## config.mk

```make
export PLATFORM = sky130hd
export DESIGN_NAME = loop_seq
export DESIGN_NICKNAME = d
export VERILOG_FILES = /design/src/rtl/loop_seq.sv
export SDC_FILE = /design/constraint.sdc
export NUM_CORES = 1
export LEC_CHECK = 0
export ABC_AREA = 1
export ABC_CLOCK_PERIOD_IN_PS = 1300
export BUFFER_PORTS_ARGS = -buffer_cell sky130_fd_sc_hd__buf_2
export CORE_AREA = 2 2 39 41
export DETAILED_ROUTE_END_ITERATION = 16
export DIE_AREA = 0 0 41 43
export SETUP_SLACK_MARGIN = 0.05
export SYNTH_ARGS = -nofsm -noshare
export SYNTH_HDL_FRONTEND = slang
export SYNTH_SLANG_ARGS = --single-unit
```

## constraint.sdc

```tcl
create_clock -name clk -period 1.3 [get_ports clk]
set_clock_uncertainty 0.15 [all_clocks]
set_input_delay 0.065 -clock clk [delete_from_list [all_inputs] [get_ports clk]]
set_output_delay 0.065 -clock clk [all_outputs]
set_load 0.01 [all_outputs]
```

## src/rtl/loop_seq.sv

```systemverilog
module loop_seq #(
  parameter int NSTAGE = 4
) (
  input  logic              clk,
  input  logic              rst_n,
  input  logic              start,
  input  logic              exit_flag,
  output logic [NSTAGE-1:0] stage_en,
  output logic              commit,
  output logic              prologue,
  output logic              done,
  output logic              busy
);

  logic              running_q, done_q;
  logic [NSTAGE-1:0] pred_q, pred_adv;

  generate
    if (NSTAGE == 1) begin : g_one
      assign pred_adv = 1'b1;
    end else begin : g_many
      assign pred_adv = {pred_q[NSTAGE-2:0], 1'b1};
    end
  endgenerate

  assign stage_en = pred_q;
  assign commit   = running_q & pred_q[NSTAGE-1];
  assign prologue = running_q & ~pred_q[NSTAGE-1];
  assign done     = done_q;
  assign busy     = running_q | done_q;

  always_ff @(posedge clk) begin
    if (!rst_n) begin
      running_q <= 1'b0;
      done_q    <= 1'b0;
      pred_q    <= '0;
    end else if (!busy && start) begin
      running_q <= 1'b1;
      pred_q    <= NSTAGE'(1);
    end else if (running_q) begin
      if (commit && exit_flag) begin
        running_q <= 1'b0;
        done_q    <= 1'b1;
        pred_q    <= '0;
      end else begin
        pred_q <= pred_adv;
      end
    end else begin
      done_q <= 1'b0;
    end
  end

  initial assert (NSTAGE >= 1 && NSTAGE <= 16);

  a_r1_idle_quiet: assert property (@(posedge clk) disable iff (!rst_n)
    !busy |-> (stage_en == '0 && !commit && !prologue));
  a_r2_launch: assert property (@(posedge clk) disable iff (!rst_n)
    (!busy && start) |=> (busy && stage_en == NSTAGE'(1)));
  a_r3_fill_bottom: assert property (@(posedge clk) disable iff (!rst_n)
    (running_q && !(commit && exit_flag)) |=> stage_en[0]);
  a_r3_contiguous: assert property (@(posedge clk) disable iff (!rst_n)
    ((stage_en & (stage_en + NSTAGE'(1))) == '0));
  a_r6_squash: assert property (@(posedge clk) disable iff (!rst_n)
    (commit && exit_flag) |=> (stage_en == '0 && !commit && done));
  a_r7_done_pulse: assert property (@(posedge clk) disable iff (!rst_n)
    done |=> (!done && !busy));
  a_r8_no_relaunch: assert property (@(posedge clk) disable iff (!rst_n)
    done |=> stage_en == '0);
endmodule

```

==> summary by stage, run 1 <==
Run status
The flow ran to the end, and the final reports show no timing, DRC or antenna violations.

Critical path
The critical path is of the flip-flop to primary output type. Data arrives at the worst endpoint at 0.95 ns. The capturing point of the worst reg2reg path is stage_en[0]. The startpoint identified for the worst register-to-register timing path is running_q. The worst register-to-register path has a setup slack of 0.26 ns. STA classifies the critical path endpoint as a primary output. The required time of the critical path is 1.09 ns. The worst register-to-register path has a depth of 5.

The worst setup path is launched from a flip-flop. The peak fanout along the critical path is 7.

STA
The max-slew headroom at the worst pin is 87.1%. After layout, the worst path uses 89.6% of the clock period. The count of final max-slew check failures came to 0. The count of endpoints failing hold in the final timing report is 0.

The minimum period implied by the final worst setup slack is 1.17 ns. For the final routed database, the setup TNS stands at 0 ns. At the pin with the least slew margin, the transition time is 0.194 ns. Across all setup checks in the final design, the least slack found is 0.135 ns.

The timing-limited maximum frequency is 0.858 GHz. Setup repair after global routing left no endpoint under its margin. Setup violations remaining at the end of the flow were counted as 0.

Place
The number of placed instances, taps included, is 70. After legalization and detailed placement, the total HPWL measured 441 um. The pre-CTS setup slack is 0.164 ns. The count of buffers inserted at the top-level ports is 11. The congestion estimate from routability-driven global placement came to 0.704.

GRT
Global routing used 8.24% of the available tracks. The met1 track demand over resource is 11.0%. The met3 routing resource usage after global routing is 3.14%. After global routing the overflow that remains totals 0. Entering global routing, the biggest net connects 8 pins.

The met2 track demand over resource is 9.38%. The peak-usage layer in the global routing report is met1. The number of antenna violations at the first check in global routing is 0. The via count of the first global-routing pass was 234. The wire length of the first global-routing pass is 917 um.

Yosys
The warning count from the yosys run is 0. The library cell occupying the most area in the post-synthesis netlist is sky130_fd_sc_hd__dfxtp_1. The cell count after synthesis came out at 43. The average cell area after synthesis is 7.07 um^2. The number of different library cells used by synthesis comes to 13. The number of storage elements in the synthesis netlist is 6. Synthesis produced a netlist with a net count of 47. The mapped netlist covers 304 um^2.

The area share of the leading cell type in the synthesized netlist is 39.5%. In the post-synthesis netlist, the biggest area contributors are sky130_fd_sc_hd__dfxtp_1 (40%), sky130_fd_sc_hd__nand2_1 (15%), sky130_fd_sc_hd__inv_1 (11%), sky130_fd_sc_hd__nand3_1 (6.6%), sky130_fd_sc_hd__nand3_4 (5.8%). The portion of the post-synthesis area used by sequential elements is 39.5%.

Detailed routing
The pre-antenna-repair detailed-routing pass consisted of 3 iterations. The total number of vias is 287. The final layout contains routed wiring with a total length of 623 um. Using the TritonRoute via totals, the vias-per-cell ratio works out to 3.83. The remaining antenna violation count after routing is 0. The initial detailed-routing violation count is 3.

The average wire length per cell after detail routing is 8.31 um. In the routed design, unresolved DRC markers number 0.

Pwr
Power spread over the standard cell area amounts to 1120 nW/um^2. The total power draw is 468 uW. The peak supply drop is 0.000460 V. In this run the static leakage power is 0.242 nW.

Finish
The library cell used most frequently in the layout, excluding fill and tap cells, is sky130_fd_sc_hd__nand2_1. The number of nets at the end of the flow is 65. In the layout the commonest cells are sky130_fd_sc_hd__nand2_1 (12), sky130_fd_sc_hd__buf_2 (11), sky130_fd_sc_hd__inv_1 (9). From synthesis to final layout, the design area changed by 37.9%. The share of final-layout standard cells stronger than drive strength 1 is 33.9%.

The repair_antennas step left the layout with diodes totalling 0. After filler insertion, the fill cell instance count of the layout stands at 151. The final cell count without fillers is 75.

Min path
In this run the worst hold path is classified as input pin to flip-flop. The depth of the worst hold-timing path is 4. The hold-critical path endpoint is stage_en[3]. The worst hold path startpoint is start.

Floorplan
The effective utilization at floorplan is 22.0%. The die footprint is 1760 um^2. Row generation in the floorplan step produced 14 rows. The x dimension of the die is 41 um. Pin placement for this block handled 12 I/O pins. The height of the chip is 43 um. The area of the placeable core is 1380 um^2.

Clocking
In this run the number of H-tree levels came out at 1. The clock root buffer is sky130_fd_sc_hd__clkbuf_4. The maximum clock path buffer count is 2. Clock-pin slew was measured on the worst setup and hold paths at 0.05 ns. TritonCTS built the clock tree.

Counting every sink on the clock net gives 6. The clock insertion delay at the later pin of the skew report is 0.24 ns. Buffers inserted during clock tree synthesis total 3.

Flow run
The number of max-capacitance violations reported is 0.
per-layer routing:
layer | wire length [um] | share of wire, %
met3 | 33 | 5.3
met4 | 8 | 1.3
met1 | 299 | 48
met5 | 0 | 0
met2 | 282 | 45
sequential cells by signal, summed over array words and instances, names as in the netlist:
register	count
done	1
running_q	1
stage_en	4
logic make-up (layout without fill, tap and decap cells):
logic type / after synthesis / after routing / share of synthesized area [%]
compound gates: 2 / 2 / 4.11
flops: 6 / 6 / 39.5
simple gates: 24 / 24 / 39.5
buf+inv: 11 / 27 / 16.9
Yosys cell counts (all sizes together):
| library cell | number |
|---|---|
| nand3 | 6 |
| buf | 1 |
| or2 | 1 |
| dfxtp | 6 |
| nor2 | 4 |
| a21boi | 1 |
| nand2 | 13 |
| inv | 10 |
| o21ai | 1 |
where the power goes:
part / switching, mW / internal [mW]
sequential: 0.0131 / 0.197
combinational: 0.0446 / 0.0387
clock: 0.0700 / 0.105
total: 0.128 / 0.340
per-stage QoR:
| stage | area [um^2] | util (%) | hold slack (ns) |
|---|---|---|---|
| after floorplan | 304 | - | 0.0605 |
| after global placement | 375 | 27.1 | 0.220 |
| final | 419 | 30.3 | 0.0241 |
| after CTS | 419 | 30.3 | 0.0188 |
| after detailed placement | 375 | 27.1 | 0.220 |
| after global routing | 419 | 30.3 | 0.0421 |
critical path: stages, from the launching register on:
cell and delay (ns):
sky130_fd_sc_hd__dfxtp_2 0.42, sky130_fd_sc_hd__inv_4 0.08, sky130_fd_sc_hd__nor2_1 0.08, sky130_fd_sc_hd__buf_2 0.13
cell type report:
cell class | count | area, um^2 | share of cell area, %
multi-input combinational | 26 | 133 | 31.6
inverter | 10 | 40.0 | 9.55
timing repair buffer | 14 | 82.6 | 19.7
sequential | 6 | 121 | 29.0
tap | 16 | 20.0 | 4.78
clock buffer | 3 | 22.5 | 5.37
worst max-delay path by stage:
| stage | from | end | slack [ns] | cells past startpoint |
|---|---|---|---|---|
| floorplan | stage_en[3] | stage_en[0] | 0.30 | 5 |
| global placement | running_q | stage_en[0] | 0.18 | 5 |
| detailed placement | running_q | stage_en[0] | 0.16 | 5 |
| CTS | running_q | prologue | 0.13 | 3 |
| global route | running_q | prologue | 0.07 | 3 |
| finish | running_q | prologue | 0.13 | 3 |
timing repair:
item                                    4_1_cts  5_1_grt
endpoints found under the setup margin        2        0
endpoints found under the hold margin         4        0
setup buffers                                 0        0
resized for setup                             1        0
hold buffers                                  2        0
No activity file was read; power rests on OpenSTA's default activity.
==> run 2, diff against run 1 <==
--- a/config.mk
+++ b/config.mk
@@ -11,6 +11,7 @@
 export CORE_AREA = 2 2 39 41
 export DETAILED_ROUTE_END_ITERATION = 16
 export DIE_AREA = 0 0 41 43
+export PLACE_DENSITY = 0.49
 export SETUP_SLACK_MARGIN = 0.05
 export SYNTH_ARGS = -nofsm -noshare
 export SYNTH_HDL_FRONTEND = slang
==> run 2 against run 1 <==
Net effect:
- via count rose by 0.70%
- total power decreased by 1.9%
- setup slack worse by 0.013 ns
- clock power down 3%
- cell area is 1.8% lower
- sequential share of layout area increased by 0.53 points
- sequential cell count is the same
- routed wire length down 5.8%
- count of clock-buffer cells in the layout stayed put
- critical endpoint unchanged
==> summary by stage, run 2 (synthesized netlist as in run 1, its figures left out) <==
Critical path
The maximum single-stage delay on the critical path is 0.44 ns (+0.02 ns). The signal arrival time at the worst endpoint is 0.96 ns (about the same). The required time of the critical path is 1.09 ns (about the same).

The total buffers and inverters traversed by the critical path is 2 (unchanged). The startpoint class of the critical path is a flip-flop. The peak fanout along the critical path is 8 (+1). For this design, the slowest cell found on the critical path is sky130_fd_sc_hd__dfxtp_2.

The nature of the critical path endpoint is a primary output. The critical path is of the flip-flop to primary output type. The critical path goes through inv_4, nor2_1, buf_2. The cell family contributing the most delay on the critical path is flip-flops.

Pwr
The power per unit of standard cell area was 1120 nW/um^2 (-0.11%). The leakage power summed over all cells is 0.237 nW (-2.1%). The peak supply drop is 0.000466 V (+1.2%).

STA
The number of setup violations in the final report is 0 (unchanged). The timing-limited maximum frequency came to 0.849 GHz (-1.1%). The minimum period implied by the final worst setup slack was 1.18 ns (+0.0130 ns).

The part of the cycle the worst path needs is 90.6% (+1.0 points). The setup slack after layout was 0.122 ns (-0.0130 ns). The count of final max-slew check failures came to 0 (unchanged). The count of endpoints failing hold in the final timing report came to 0 (unchanged). The max-slew headroom at the worst pin is 86.1% (-0.98 points).

The setup total negative slack is 0 ns (unchanged). Setup repair after global routing left no endpoint under its margin. The slew at the pin closest to its max-slew limit is 0.209 ns (+0.0150 ns).

Detailed routing
The initial detailed-routing violation count was 5 (+2). The post-detailed-route DRC marker count came to 0 (unchanged). The remaining antenna violation count after routing is 0 (unchanged). The total number of vias was 289 (+0.70%).

The number of detailed-route iterations in the first pass came to 4 (+1). The average wire length per cell after detail routing is 7.93 um (-4.5%). The final wirelength is 587 um (-5.8%). The post-detailed-route via-to-cell ratio was 3.91 (+2.1%).

Clocking
The buffers inserted during post-CTS setup optimization was 0 (unchanged). The CTS H-tree depth was 1 (unchanged). The clock root buffer is sky130_fd_sc_hd__clkbuf_4. The clock-pin slew reported for the worst setup and hold paths after clock tree synthesis is 0.04 ns (about the same). TritonCTS built the clock tree. The total CTS buffers is 3 (unchanged). The maximum clock path buffer count is 2 (unchanged). The clock sink count came to 6 (unchanged).

The clock insertion delay at the later pin of the skew report was 0.24 ns (about the same).

Floorplan
The standard-cell row count is 14 (unchanged). The I/O pin count is 12 (unchanged). The height of the chip was 43 um (unchanged). The area of the placeable core is 1380 um^2 (unchanged).

The die footprint is 1760 um^2 (unchanged). The x dimension of the die is 41 um (unchanged). The effective utilization at floorplan is 22.0% (unchanged).

Finish
Relative to the synthesized area, the layout overhead comes to 35.4%. The finished layout cell area is 412 um^2 (-1.8%). The library cells used most frequently in the layout, excluding fill and tap cells, are sky130_fd_sc_hd__nand2_1 (12), sky130_fd_sc_hd__buf_2 (11), sky130_fd_sc_hd__inv_1 (9). The number of nets at the end of the flow is 64 (-1.5%).

The number of flip-flops under the largest register name is 4 (unchanged). The final cell count without fillers is 74 (-1.3%). The utilization after layout is 29.7% (-0.54 points). The share of final-layout standard cells stronger than drive strength 1 is 32.8% (-1.1 points).

The number of antenna repair diodes is 0 (unchanged). The library cell used most frequently in the layout, excluding fill and tap cells, is sky130_fd_sc_hd__nand2_1.

Place
The placer's final routability congestion estimate was 0.692 (-1.8%). The count of buffers inserted at the top-level ports is 11 (unchanged). The HPWL after detailed placement is 429 um (-2.7%).

The number of cells after detailed placement is 69 (-1.4%). The pre-CTS setup slack is 0.105 ns (-0.0593 ns). The placed cell area is 368 um^2 (-2.0%).

GRT
The overall global routing resource usage is 8.13% (-0.11 points). The wire length of the first global-routing pass is 931 um (+1.5%). The global-route congestion overflow total is 0 (unchanged). The number of antenna violations at the first check in global routing is 0 (unchanged).

The via count of the first global-routing pass is 266 (+14%). The pin count of the biggest net entering global routing is 9 (+1).

Flow run
The number of max-capacitance violations reported is 0 (unchanged).

Run status
The flow ran to the end, and the final reports show no timing, DRC or antenna violations.

Min path
The path class of the tightest hold or removal check is input pin to flip-flop.
## run 2: cell types whose count changed in the layout (fill, tap and decap cells not counted), sizes merged
cell,delta
buf,-1
## run 2: report_power, final
group | switching, mW | total [mW] | internal (mW)
Sequential | 0.0140 | 0.211 | 0.197
Clock | 0.0648 | 0.169 | 0.104
Combinational | 0.0430 | 0.0789 | 0.0359
## run 2: what timing repair did
item,4_1_cts,5_1_grt
resized for setup,1,0
hold buffers,2,0
endpoints found under the setup margin,3,0
endpoints found under the hold margin,4,0
## run 2: worst paths after layout
| check | startpoint | end | slack [ns] | cells past startpoint |
|---|---|---|---|---|
| max reg2reg | running_q | stage_en[0] | 0.25 | 5 |
| min reg2reg | done | done | 0.34 | 2 |
| max | running_q | prologue | 0.12 | 3 |
| min | start | stage_en[0] | 0.02 | 4 |
## run 2: area by class of cell
cell class | instances | area, um^2
Clock buffer | 3 | 22.5
Multi-Input combinational cell | 26 | 133
Fill cell | 169 | 972
Sequential cell | 6 | 121
Timing Repair Buffer | 13 | 75.1
Tap cell | 16 | 20.0
Inverter | 10 | 40.0
## run 2: worst min-delay path: cells and delay by family
kind,cells,cell delay (ns)
buffers and inverters,1,0.11
AND/OR/NAND/NOR,3,0.21
## run 2: per-layer routing
metal  GRT usage (%)  vias up  share of wire, %
li1                -      161                 -
met1            7.72      115                46
met2            12.2       13                44
met3            4.71        0               9.9
met4            6.00        0                 0
met5               0        -                 0
## run 2: metrics by stage
| step | hold slack [ns] | total power, mW |
|---|---|---|
| floorplan | 0.0605 | 0.265 |
| global placement | 0.218 | 0.289 |
| detailed placement | 0.220 | 0.289 |
| CTS | 0.0178 | 0.470 |
| global route | 0.0331 | 0.492 |
| finish | 0.0222 | 0.459 |
==> run 3, diff against run 2 <==
--- a/config.mk
+++ b/config.mk
@@ -5,13 +5,12 @@
 export SDC_FILE = /design/constraint.sdc
 export NUM_CORES = 1
 export LEC_CHECK = 0
-export ABC_AREA = 1
 export ABC_CLOCK_PERIOD_IN_PS = 1300
 export BUFFER_PORTS_ARGS = -buffer_cell sky130_fd_sc_hd__buf_2
 export CORE_AREA = 2 2 39 41
 export DETAILED_ROUTE_END_ITERATION = 16
 export DIE_AREA = 0 0 41 43
-export PLACE_DENSITY = 0.49
+export PLACE_DENSITY = 0.46
 export SETUP_SLACK_MARGIN = 0.05
 export SYNTH_ARGS = -nofsm -noshare
 export SYNTH_HDL_FRONTEND = slang
==> run 3 against run 2 <==
Net effect:
- total power is 3.0% lower
- clock power is 2% lower
- die area stayed put
- core utilization is 1.9 points higher
- maximum frequency is 0.13% higher
- highest routed layer unchanged
- area after synthesis is 12% lower
- largest power group unchanged
==> summary by stage, run 3 <==
GRT
The met2 track demand over resource came to 10.9% (-1.2 points). The peak-usage layer in the global routing report is met2. The number of antenna violations at the first check in global routing came to 0 (unchanged). The global-route congestion overflow total came to 0 (unchanged). The met1 track demand over resource came to 10.0% (+2.3 points). The met3 routing resource usage after global routing is 3.14% (-1.6 points). The overall global routing resource usage was 8.44% (+0.31 points). The via count of the first global-routing pass is 243 (-8.6%). The wire length of the first global-routing pass is 945 um (+1.5%). The pin count of the biggest net entering global routing came to 8 (-1).

Clocking
In this run the clock root is driven by a sky130_fd_sc_hd__clkbuf_4. The maximum clock path buffer count was 2 (unchanged). The clock sink count came to 6 (unchanged). The CTS H-tree depth is 1 (unchanged).

TritonCTS built the clock tree. The clock-pin slew reported for the worst setup and hold paths after clock tree synthesis is 0.04 ns (about the same). The total CTS buffers is 3 (unchanged). The clock insertion delay at the later pin of the skew report is 0.24 ns (about the same).

Yosys
The average cell area after synthesis is 9.87 um^2 (+40%). The portion of the post-synthesis area used by sequential elements is 45.1% (+5.6 points). The number of different library cells in the post-synthesis netlist is 17 (+4). The cell area after synthesis is 267 um^2 (-12%). Counting instances in the post-synthesis netlist gives the leading cell types as sky130_fd_sc_hd__dfxtp_1 (6), sky130_fd_sc_hd__mux2i_1 (3), sky130_fd_sc_hd__nor4_1 (3), sky130_fd_sc_hd__nor2_1 (2). The count of mapped cells out of synthesis is 27 (-37%). The dominant cell by count in the synthesized netlist is sky130_fd_sc_hd__dfxtp_1.

By area the synthesized netlist is led by sky130_fd_sc_hd__dfxtp_1 (45%), sky130_fd_sc_hd__mux2i_1 (11%), sky130_fd_sc_hd__nor4_1 (7.0%), sky130_fd_sc_hd__and3_4 (4.2%), sky130_fd_sc_hd__buf_6 (4.2%). The count of flip-flops with a built-in enable after synthesis was 0 (unchanged). Among all flip-flop cells after synthesis, the most frequent one is sky130_fd_sc_hd__dfxtp_1. The post-synth net total is 31 (-34%).

The async set-or-reset flop fraction in the synthesized netlist is 0% (unchanged). The area share of the leading cell type in the synthesized netlist is 45.1% (+5.6 points). The number of storage elements in the synthesis netlist came to 6 (unchanged). The warning count from the yosys run is 0 (unchanged). The biggest area contributor in the post-synthesis netlist is sky130_fd_sc_hd__dfxtp_1.

Critical path
STA classifies the critical path startpoint as a flip-flop. The worst setup path is captured at a primary output. The required time of the critical path is 1.09 ns (about the same). The number of cell instances on the worst register-to-register path is 4 (-1). The peak fanout along the critical path came to 5 (-3). The total buffers and inverters traversed by the critical path was 2 (unchanged). For this design, the slowest cell found on the critical path is sky130_fd_sc_hd__dfxtp_2. The maximum single-stage delay on the critical path was 0.36 ns (-0.08 ns). The worst reg-to-reg setup slack is 0.14 ns (-0.11 ns).

The startpoint identified for the worst register-to-register timing path is running_q. Broken down by cell family, the worst path's largest delay share belongs to flip-flops. The critical path is of the flip-flop to primary output type.

The capturing point of the worst reg2reg path is stage_en[2]. Walking the worst path, the cells encountered are buf_6, nor2b_1, buf_2. The signal arrival time at the worst endpoint is 0.96 ns (about the same).

STA
The timing-limited maximum frequency is 0.850 GHz (+0.13%). The slew at the pin closest to its max-slew limit is 0.210 ns (+0.00105 ns). The setup total negative slack is 0 ns (unchanged). The number of setup violations in the final report was 0 (unchanged). The max-slew headroom at the worst pin is 85.9% (-0.20 points). The setup slack after layout is 0.123 ns (+0.00151 ns). The part of the cycle the worst path needs was 90.5% (-0.12 points). The count of final max-slew check failures is 0 (unchanged).

The minimum period implied by the final worst setup slack is 1.18 ns (-0.00151 ns). The count of endpoints failing hold in the final timing report came to 0 (unchanged). Setup repair after global routing could not meet its margin everywhere.

Detailed routing
The post-detailed-route via-to-cell ratio is 4.19 (+7.3%). The final wirelength is 600 um (+2.2%). The remaining antenna violation count after routing was 0 (unchanged).

The average wire length per cell after detail routing came to 9.52 um (+20%). The total number of vias is 264 (-8.7%). The number of detailed-route iterations in the first pass is 1 (-3). The initial detailed-routing violation count is 0 (-5). The post-detailed-route DRC marker count came to 0 (unchanged).

Finish
The number of antenna repair diodes is 0 (unchanged). The most common cell after layout, fill and taps aside is sky130_fd_sc_hd__buf_2. From synthesis to final layout, the design area changed by 64.3%. The top cell types in the final layout, fill and taps aside, are sky130_fd_sc_hd__buf_2 (10), sky130_fd_sc_hd__dfxtp_1 (4). The share of final-layout standard cells stronger than drive strength 1 was 48.9% (+16 points). The number of flip-flops under the largest register name is 4 (unchanged). The number of filler instances in the final layout is 148 (-12%). The number of nets at the end of the flow is 53 (-17%). The register area was 123 um^2 (+1.0%). The total area of multi-input combinational cells is 140 um^2 (+5.7%).

Run status
The run finished with clean final reports.

Pwr
The leakage power summed over all cells was 0.201 nW (-15%). The peak supply drop is 0.000315 V (-32%). The power per unit of standard cell area was 1020 nW/um^2 (-8.8%).

Min path
In this run the most critical hold path is launched from start. The class of the tightest hold or removal check is input pin to flip-flop. The hold-critical path endpoint is stage_en[2]. The depth of the worst hold-timing path came to 4 (unchanged).

Place
The pre-CTS setup slack is 0.197 ns (+0.0925 ns). The count of buffers inserted at the top-level ports is 11 (unchanged). The placer's final routability congestion estimate is 0.670 (-3.2%).

Floorplan
The area of the placeable core is 1380 um^2 (unchanged). The x dimension of the die was 41 um (unchanged). The height of the chip is 43 um (unchanged).

The I/O pin count is 12 (unchanged). The die footprint was 1760 um^2 (unchanged). The standard-cell row count is 14 (unchanged). The effective utilization at floorplan is 19.3% (-2.7 points).

Flow run
The number of max-capacitance violations reported is 0 (unchanged).
run 3: worst register-to-register path, cell delays in order (launching register included):
cell                      delay (ns)
sky130_fd_sc_hd__dfxtp_2        0.34
sky130_fd_sc_hd__buf_6          0.12
sky130_fd_sc_hd__buf_6          0.11
sky130_fd_sc_hd__mux2i_1        0.11
sky130_fd_sc_hd__nor4_1         0.25
run 3: metal layers:
layer	share of wire [%]	wire, um
met4	0	0
met3	6.5	39
met5	0	0
met1	43	260
met2	50	300
run 3: final cells by class:
class	count	share of cell area [%]
repair buffers	18	29.4
well taps	16	4.57
clock buffers	3	5.14
inverters	1	0.857
multi-input cells	19	32.0
flip-flops and latches	6	28.0
run 3: timing repair:
item                                    CTS  global route
pin swaps                                 0             1
hold buffers                              3             0
hold endpoints to repair                  3             0
buffers inserted                          3             0
endpoints found under the setup margin    1             6
gates resized for setup                   6             2
run 3: logic make-up after synthesis:
family | after synthesis | share of synthesized area [%]
buffers and inverters | 2 | 5.63
muxes | 3 | 11.3
AOI/OAI and AO/OA | 4 | 10.3
and+or+nand+nor | 12 | 27.7
DFF | 6 | 45.1
run 3: how the worst max path moves through the flow:
stage                     startpoint     endpoint  cells past startpoint
after floorplan                 done    running_q                      2
after global placement     running_q  stage_en[2]                      3
after detailed placement   running_q  stage_en[1]                      3
after CTS                  running_q     prologue                      4
after global routing       running_q  stage_en[2]                      4
final                      running_q     prologue                      3
run 3: metrics by stage:
stage	util [%]	total power [mW]	hold slack [ns]	std cells	instance area (um^2)
6_report	31.6	0.445	0.200	63	438
5_1_grt	31.6	0.471	0.261	63	438
4_1_cts	31.7	0.457	0.210	64	439
3_5_place_dp	25.5	0.257	0.172	56	353
3_3_place_gp	25.5	0.258	0.164	56	353
2_1_floorplan	-	0.236	0.0326	27	267
run 3: where the power goes:
part	internal [mW]	switching (mW)	leakage (nW)	total, mW
registers	0.192	0.00681	0.0498	0.199
clock network	0.104	0.0614	0.0138	0.165
logic	0.0493	0.0315	0.137	0.0808
total	0.345	0.0998	0.201	0.445
